## src/rtl/tw_regif_pkg.sv

```systemverilog
package tw_regif_pkg;

   // transaction phase of the serial slave
   typedef enum logic [1:0] {
      PH_IDLE  = 2'd0,   // waiting for a framed address byte
      PH_ADDR  = 2'd1,   // shifting the address byte in
      PH_HOLD  = 2'd2,   // address taken; read data driven while load stays low
      PH_WDATA = 2'd3    // shifting the write data byte in
   } phase_t;

   localparam int NUM_REGIONS = 3;

endpackage

```

## src/rtl/tw_regif_sync.sv

```systemverilog
module tw_regif_sync #(
   parameter int WIDTH  = 3,
   parameter int STAGES = 2
) (
   input  logic             clk,
   input  logic             rst_n,
   input  logic [WIDTH-1:0] d_in,
   output logic [WIDTH-1:0] d_out
);

   if (STAGES < 2) begin : g_bad_stages
      $error("tw_regif_sync: STAGES must be at least 2");
   end
   if (WIDTH < 1) begin : g_bad_width
      $error("tw_regif_sync: WIDTH must be at least 1");
   end

   logic [STAGES-1:0][WIDTH-1:0] stg;

   always_ff @(posedge clk or negedge rst_n) begin
      if (!rst_n) stg <= '0;
      else        stg <= {stg[STAGES-2:0], d_in};
   end

   assign d_out = stg[STAGES-1];

endmodule

```

## src/rtl/tw_regif_map.sv

```systemverilog
module tw_regif_map
   import tw_regif_pkg::*;
#(
   parameter int            AW        = 8,
   parameter logic [AW-1:0] CMD_BASE  = 8'h00,
   parameter int            CMD_COUNT = 6,
   parameter logic [AW-1:0] STS_BASE  = 8'h40,
   parameter int            STS_COUNT = 6,
   parameter logic [AW-1:0] BUF_BASE  = 8'h80,
   parameter int            BUF_COUNT = 48
) (
   input  logic [AW-1:0] addr,
   output logic          mapped,
   output logic          writable,
   output logic [AW-1:0] next_addr
);

   localparam logic [AW-1:0] BASE [NUM_REGIONS] = '{CMD_BASE, STS_BASE, BUF_BASE};
   localparam int            CNT  [NUM_REGIONS] = '{CMD_COUNT, STS_COUNT, BUF_COUNT};

   logic [NUM_REGIONS-1:0] hit;
   logic [NUM_REGIONS-1:0] at_end;

   for (genvar r = 0; r < NUM_REGIONS; r++) begin : g_region
      if (CNT[r] < 1 || CNT[r] >= 2**AW || int'(BASE[r]) + CNT[r] > 2**AW) begin : g_bad
         $error("tw_regif_map: region %0d does not fit the address space", r);
      end
      logic [AW-1:0] off;
      assign off       = addr - BASE[r];
      assign hit[r]    = off < AW'(CNT[r]);
      assign at_end[r] = off == AW'(CNT[r] - 1);
   end

   if (int'(CMD_BASE) + CMD_COUNT > int'(STS_BASE) ||
       int'(STS_BASE) + STS_COUNT > int'(BUF_BASE)) begin : g_bad_order
      $error("tw_regif_map: regions must be ascending and disjoint");
   end

   always_comb begin
      next_addr = addr + AW'(1);
      for (int r = 0; r < NUM_REGIONS; r++) begin
         if (hit[r] && at_end[r]) next_addr = BASE[r];
      end
   end

   assign mapped   = |hit;
   assign writable = hit[0];

endmodule

```

## src/rtl/tw_regif.sv

```systemverilog
module tw_regif
   import tw_regif_pkg::*;
#(
   parameter int            AW          = 8,
   parameter int            DW          = 8,
   parameter int            SYNC_STAGES = 2,
   parameter logic [AW-1:0] CMD_BASE    = 8'h00,
   parameter int            CMD_COUNT   = 6,
   parameter logic [AW-1:0] STS_BASE    = 8'h40,
   parameter int            STS_COUNT   = 6,
   parameter logic [AW-1:0] BUF_BASE    = 8'h80,
   parameter int            BUF_COUNT   = 48
) (
   input  logic          clk,
   input  logic          rst_n,
   input  logic          ser_clk,
   input  logic          ser_load,
   input  logic          ser_din,
   output logic          ser_dout,
   output logic          ser_doe,
   output logic [AW-1:0] reg_addr,
   output logic [DW-1:0] reg_wdata,
   output logic          reg_we,
   input  logic [DW-1:0] reg_rdata
);

   localparam int SW = (AW > DW) ? AW : DW;
   localparam int CW = $clog2(SW + 2);
   localparam logic [CW-1:0] CNT_SAT = CW'(SW + 1);

   if (AW < 2 || DW < 2) begin : g_bad_width
      $error("tw_regif: AW and DW must be at least 2");
   end

   // synchronised serial lines and their previous values
   logic [2:0] raw_in, sync_out;
   logic       cl_s, ld_s, da_s;
   logic       cl_q, ld_q;

   assign raw_in = {ser_clk, ser_load, ser_din};

   tw_regif_sync #(.WIDTH(3), .STAGES(SYNC_STAGES)) u_sync (
      .clk   (clk),
      .rst_n (rst_n),
      .d_in  (raw_in),
      .d_out (sync_out)
   );

   assign {cl_s, ld_s, da_s} = sync_out;

   always_ff @(posedge clk or negedge rst_n) begin
      if (!rst_n) begin
         cl_q <= 1'b0;
         ld_q <= 1'b0;
      end else begin
         cl_q <= cl_s;
         ld_q <= ld_s;
      end
   end

   logic cl_rise, cl_fall, ld_rise, ld_fall;
   assign cl_rise = cl_s & ~cl_q;
   assign cl_fall = ~cl_s & cl_q;
   assign ld_rise = ld_s & ~ld_q;
   assign ld_fall = ~ld_s & ld_q;

   // transaction state
   phase_t        phase;
   logic [SW-1:0] sh_in;
   logic [DW-1:0] sh_out;
   logic [CW-1:0] bits;
   logic [AW-1:0] ptr;
   logic          reload;
   logic          rd_started;
   logic          mapped, writable;
   logic [AW-1:0] next_addr;

   tw_regif_map #(
      .AW(AW), .CMD_BASE(CMD_BASE), .CMD_COUNT(CMD_COUNT),
      .STS_BASE(STS_BASE), .STS_COUNT(STS_COUNT),
      .BUF_BASE(BUF_BASE), .BUF_COUNT(BUF_COUNT)
   ) u_map (
      .addr      (ptr),
      .mapped    (mapped),
      .writable  (writable),
      .next_addr (next_addr)
   );

   always_ff @(posedge clk or negedge rst_n) begin
      if (!rst_n) begin
         phase      <= PH_IDLE;
         sh_in      <= '0;
         sh_out     <= '0;
         bits       <= '0;
         ptr        <= '0;
         reload     <= 1'b0;
         rd_started <= 1'b0;
         reg_we     <= 1'b0;
         reg_wdata  <= '0;
      end else begin
         reg_we <= 1'b0;
         reload <= 1'b0;
         if (reload) sh_out <= mapped ? reg_rdata : '0;

         unique case (phase)
            PH_IDLE: begin
               if (ld_rise) begin
                  phase <= PH_ADDR;
                  bits  <= '0;
               end
            end

            PH_ADDR: begin
               if (ld_fall) begin
                  if (bits == CW'(AW)) begin
                     ptr        <= sh_in[AW-1:0];
                     phase      <= PH_HOLD;
                     reload     <= 1'b1;
                     rd_started <= 1'b0;
                     bits       <= '0;
                  end else begin
                     phase <= PH_IDLE;
                  end
               end else if (cl_rise) begin
                  sh_in <= {sh_in[SW-2:0], da_s};
                  if (bits != CNT_SAT) bits <= bits + CW'(1);
               end
            end

            PH_HOLD: begin
               if (ld_rise) begin
                  phase <= rd_started ? PH_ADDR : PH_WDATA;
                  bits  <= '0;
               end else if (cl_rise) begin
                  rd_started <= 1'b1;
                  if (bits != CNT_SAT) bits <= bits + CW'(1);
               end else if (cl_fall && rd_started) begin
                  if (bits == CW'(DW)) begin
                     ptr    <= next_addr;
                     reload <= 1'b1;
                     bits   <= '0;
                  end else begin
                     sh_out <= {sh_out[DW-2:0], 1'b0};
                  end
               end
            end

            PH_WDATA: begin
               if (ld_fall) begin
                  if (bits == CW'(DW) && writable) begin
                     reg_we    <= 1'b1;
                     reg_wdata <= sh_in[DW-1:0];
                  end
                  phase <= PH_IDLE;
               end else if (cl_rise) begin
                  sh_in <= {sh_in[SW-2:0], da_s};
                  if (bits != CNT_SAT) bits <= bits + CW'(1);
               end
            end

            default: phase <= PH_IDLE;
         endcase
      end
   end

   assign ser_doe  = (phase == PH_HOLD);
   assign ser_dout = ser_doe & sh_out[DW-1];
   assign reg_addr = ptr;

endmodule

```

## config.mk

```make
export PLATFORM = sky130hd
export DESIGN_NAME = tw_regif
export DESIGN_NICKNAME = d
export VERILOG_FILES = /design/src/rtl/tw_regif_pkg.sv /design/src/rtl/tw_regif_sync.sv /design/src/rtl/tw_regif_map.sv /design/src/rtl/tw_regif.sv
export SDC_FILE = /design/constraint.sdc
export NUM_CORES = 1
export LEC_CHECK = 0
export CORE_ASPECT_RATIO = 0.5
export CORE_UTILIZATION = 35
export CTS_CLUSTER_DIAMETER = 150
export DETAILED_ROUTE_END_ITERATION = 12
export HOLD_SLACK_MARGIN = 0.02
export MAX_ROUTING_LAYER = met4
export PLACE_DENSITY = 0.62
export SYNTH_ARGS = -nofsm -noshare
export SYNTH_HDL_FRONTEND = slang
export SYNTH_SLANG_ARGS = --single-unit
export TNS_END_PERCENT = 1
```

## constraint.sdc

```tcl
create_clock -name clk -period 1.85 [get_ports clk]
set_input_delay 0.555 -clock clk [delete_from_list [all_inputs] [get_ports clk]]
set_output_delay 0.555 -clock clk [all_outputs]
set_load 0.005 [all_outputs]
```

==> reports/metrics.cfg <==
[run_status]
status=complete, but fails checks
violations=setup timing

[global_route]
antenna_found_initial=0
grt_pass1_vias=2115
grt-ovfl-total=0
grt_pass1_wl_um=10520
grt_max_degree=30
grt_usage_pct=18.12

[power]
peakVddDrop_mv=0.3919
clkPwrFrac_pct=32.2
p_leak_nw=1.588
p_sw_w=0.0009092
seqPwrFrac_pct=42.7
internal_power_w=0.002074
p_comb_share_pct=25.1
switching_share_pct=30.48
power.density_nw_per_um2=833.4

[detailed_routing]
met2_length_um=2950
routed_wl_um=6470
route.met3.wl_um=369
via_per_inst=5.318
vias=2244
routedWlPerCell_um=15.33
detail_route.iter0.violations=178
wl_met1_um=3058
drtPass1Iterations=4
antenna_left=0
drc=0
highest_layer=met4

[timing]
period_minus_slack_ns=1.943
post-route-period-util_pct=105.0
rsz0062_at_grt=yes
setup_violations=11
finalHoldViolations=0
worst_pin_slew_ns=0.4923
drv_slew=0
hold_slack_ns=0.2138
relSlewSlack_pct=67.18
clock.fmax_mhz=514.6
fin_skew_ns=0.01105
setup_ws_ns=-0.09323

[cells_and_area]
final_cells=422
drive_above_1_share_pct=29.39
syn2layout_area_growth_pct=41.49
fin_area_um2=3580
diodes=0
fillers=600
fin_nets=352

[floorplan]
io_pins=32
die_h_um=62.12
core-area_um2=6832
dieWidth_um=122.2
fp-row-count=21
start_util_pct=37.03
dieArea_um2=7593

[job]
maxCapViolCount=0

[critical_path]
reg2reg_depth=5
worstPathRequired_ns=2.04
critPathLaunchType=flip-flop
worst_setup_path_end_kind=flip-flop
critPathKind=flip-flop to flip-flop
crit_fanout=5
arrival_ns=2.13

[logic_synthesis]
yosysMostFrequentCell=dfrtp_1
async_flop_share_pct=100.0
synthDistinctLibCells=52
synth-xor-area-share_pct=0.3462
synth_compound_area_share_pct=18.50
yosys.area_share.simple_pct=18.79
yosys.area.top_type_share_pct=48.47
synthMuxAreaShare_pct=6.231
yosys.area.top_type=dfrtp_1
syn-cell-area_um2=2530
synthAdderAreaFrac_pct=4.946
ys_seq_elements=49
synth_common_cells=49 x dfrtp_1, 27 x a21oi_1, 19 x o21ai_0, 18 x nand2_1
synth_area_leaders=dfrtp_1 48%, mux2_2 6.2%, a21oi_1 5.3%
synth_top_family_by_area=simple AND/OR/NAND/NOR gates
yosys_warnings=0
synth_area_per_cell_um2=10.08
synth_flop_cell=dfrtp_1
synth_edf_count=0
syn_nets=274
ys_seq_area_share_pct=48.47
synth_cells=251

[clock_tree]
htreeDepth=2
clk_pin_slew_ns=0.08
clockRootBuffer=clkbuf_16
clockBufferDepth=2
clkLatencyLatePin_ns=0.30
cts_buffers=5
cts.sinks=49
cts_tree=built

[placed_design]
dp_hpwl_um=4553
dp.cells=408
port_buffers=31
globalplace.congestion=0.8968
placed_cell_area_um2=3243

[worst_hold_path]
worstHoldPathType=primary input to async pin

==> final timing paths <==
path	from	end	slack (ns)
worst max-delay path	reg_addr[5]$_DFFE_PN0P_	reg_wdata[5]$_DFFE_PN0P_	-0.09
worst min-delay path	rst_n	reg_wdata[1]$_DFFE_PN0P_	0.21
worst max register to register	reg_addr[5]$_DFFE_PN0P_	reg_wdata[5]$_DFFE_PN0P_	-0.09
worst min register to register	u_sync.stg[0]$_DFF_PN0_	u_sync.d_out[0]$_DFF_PN0_	0.35
max in group asynchronous	rst_n	reg_addr[6]$_DFFE_PN0P_	1.10
min in group clk	u_sync.stg[0]$_DFF_PN0_	u_sync.d_out[0]$_DFF_PN0_	0.35
==> area by class of cell <==
class | instances | area [um^2] | share of cell area [%]
multi-input combinational | 184 | 1336 | 37.33
timing repair buffer | 78 | 703.2 | 19.64
inverter | 11 | 43.79 | 1.223
sequential | 49 | 1227 | 34.29
clock buffer | 5 | 125.1 | 3.495
clock inverter | 3 | 28.78 | 0.8039
tap | 92 | 115.1 | 3.216
==> registers in the layout, summed over array words and instances (netlist names) <==
name and cells:
u_sync.stg 3, reload 1, u_sync.d_out 3, phase 2
bits 4, rd_started 1, reg_wdata 8, reg_we 1
reg_addr 8, sh_in 8, cl_q 1, sh_out 8
ld_q 1
==> worst max-delay path: stages (launching register included) <==
cell     delay (ns)
dfrtp_1        0.38
or4_4          0.55
a21o_4         0.22
nor3_4         0.18
buf_6          0.17
mux2_2         0.33
==> routing by layer <==
layer	vias to the layer above	GRT usage [%]
met5	-	-
li1	1068	-
met3	12	3.860
met2	67	26.12
met1	1097	25.31
met4	0	5.640
==> stage by stage <==
step                total power, W  setup WS [ns]  utilization, %  TNS (ns)
CTS                       0.002926        -0.1577           50.55    -2.133
finish                    0.002983       -0.09323           52.40   -0.6533
global placement          0.001948       -0.06646           47.47   -0.7248
detailed placement        0.001960       -0.08491           47.47   -0.8656
floorplan                 0.001667       -0.08900               -    -1.529
global route              0.003157        -0.1423           52.40    -2.475
==> cell families after synthesis <==
family	Yosys count
simple gates	85
compound gates	74
flops	49
buf+inv	18
mux	14
fa+ha+maj	10
xor+xnor	1
==> power by group through the flow <==
| stage | registers, W | clock network, W | logic [W] |
|---|---|---|---|
| 2_1_floorplan | 0.00127 | 0 | 0.000394 |
| 3_3_place_gp | 0.00129 | 0 | 0.000657 |
| 3_5_place_dp | 0.00129 | 0 | 0.000668 |
| 4_1_cts | 0.00127 | 0.000978 | 0.000675 |
| 5_1_grt | 0.00130 | 0.00103 | 0.000830 |
| 6_report | 0.00128 | 0.000960 | 0.000748 |
==> what timing repair did <==
item | in CTS | in global routing
gates cloned | 0 | 1
hold endpoints to repair | 0 | 0
resized for setup | 19 | 35
pin swaps | 1 | 10
setup buffers | 2 | 3
endpoints found under the setup margin | 32 | 43
hold buffers | 0 | 0
==> cell usage in the layout, fill, tap and decap left out, drive strengths merged, types with 4 or more instances in the layout <==
cell,synthesis,final
nand2,18,18
ha,10,10
nand3,7,7
clkbuf,6,6
a2bb2oi,4,4
mux2,14,14
clkdlybuf4s50,0,24
nor3,5,5
a21oi,27,27
nor2b,8,8
buf,1,48
inv,11,13
o21ai,19,19
nand2b,6,6
dfrtp,49,49
nand3b,6,6
nor2,14,14
and3,5,5
Power figures use the tool's default switching activity.
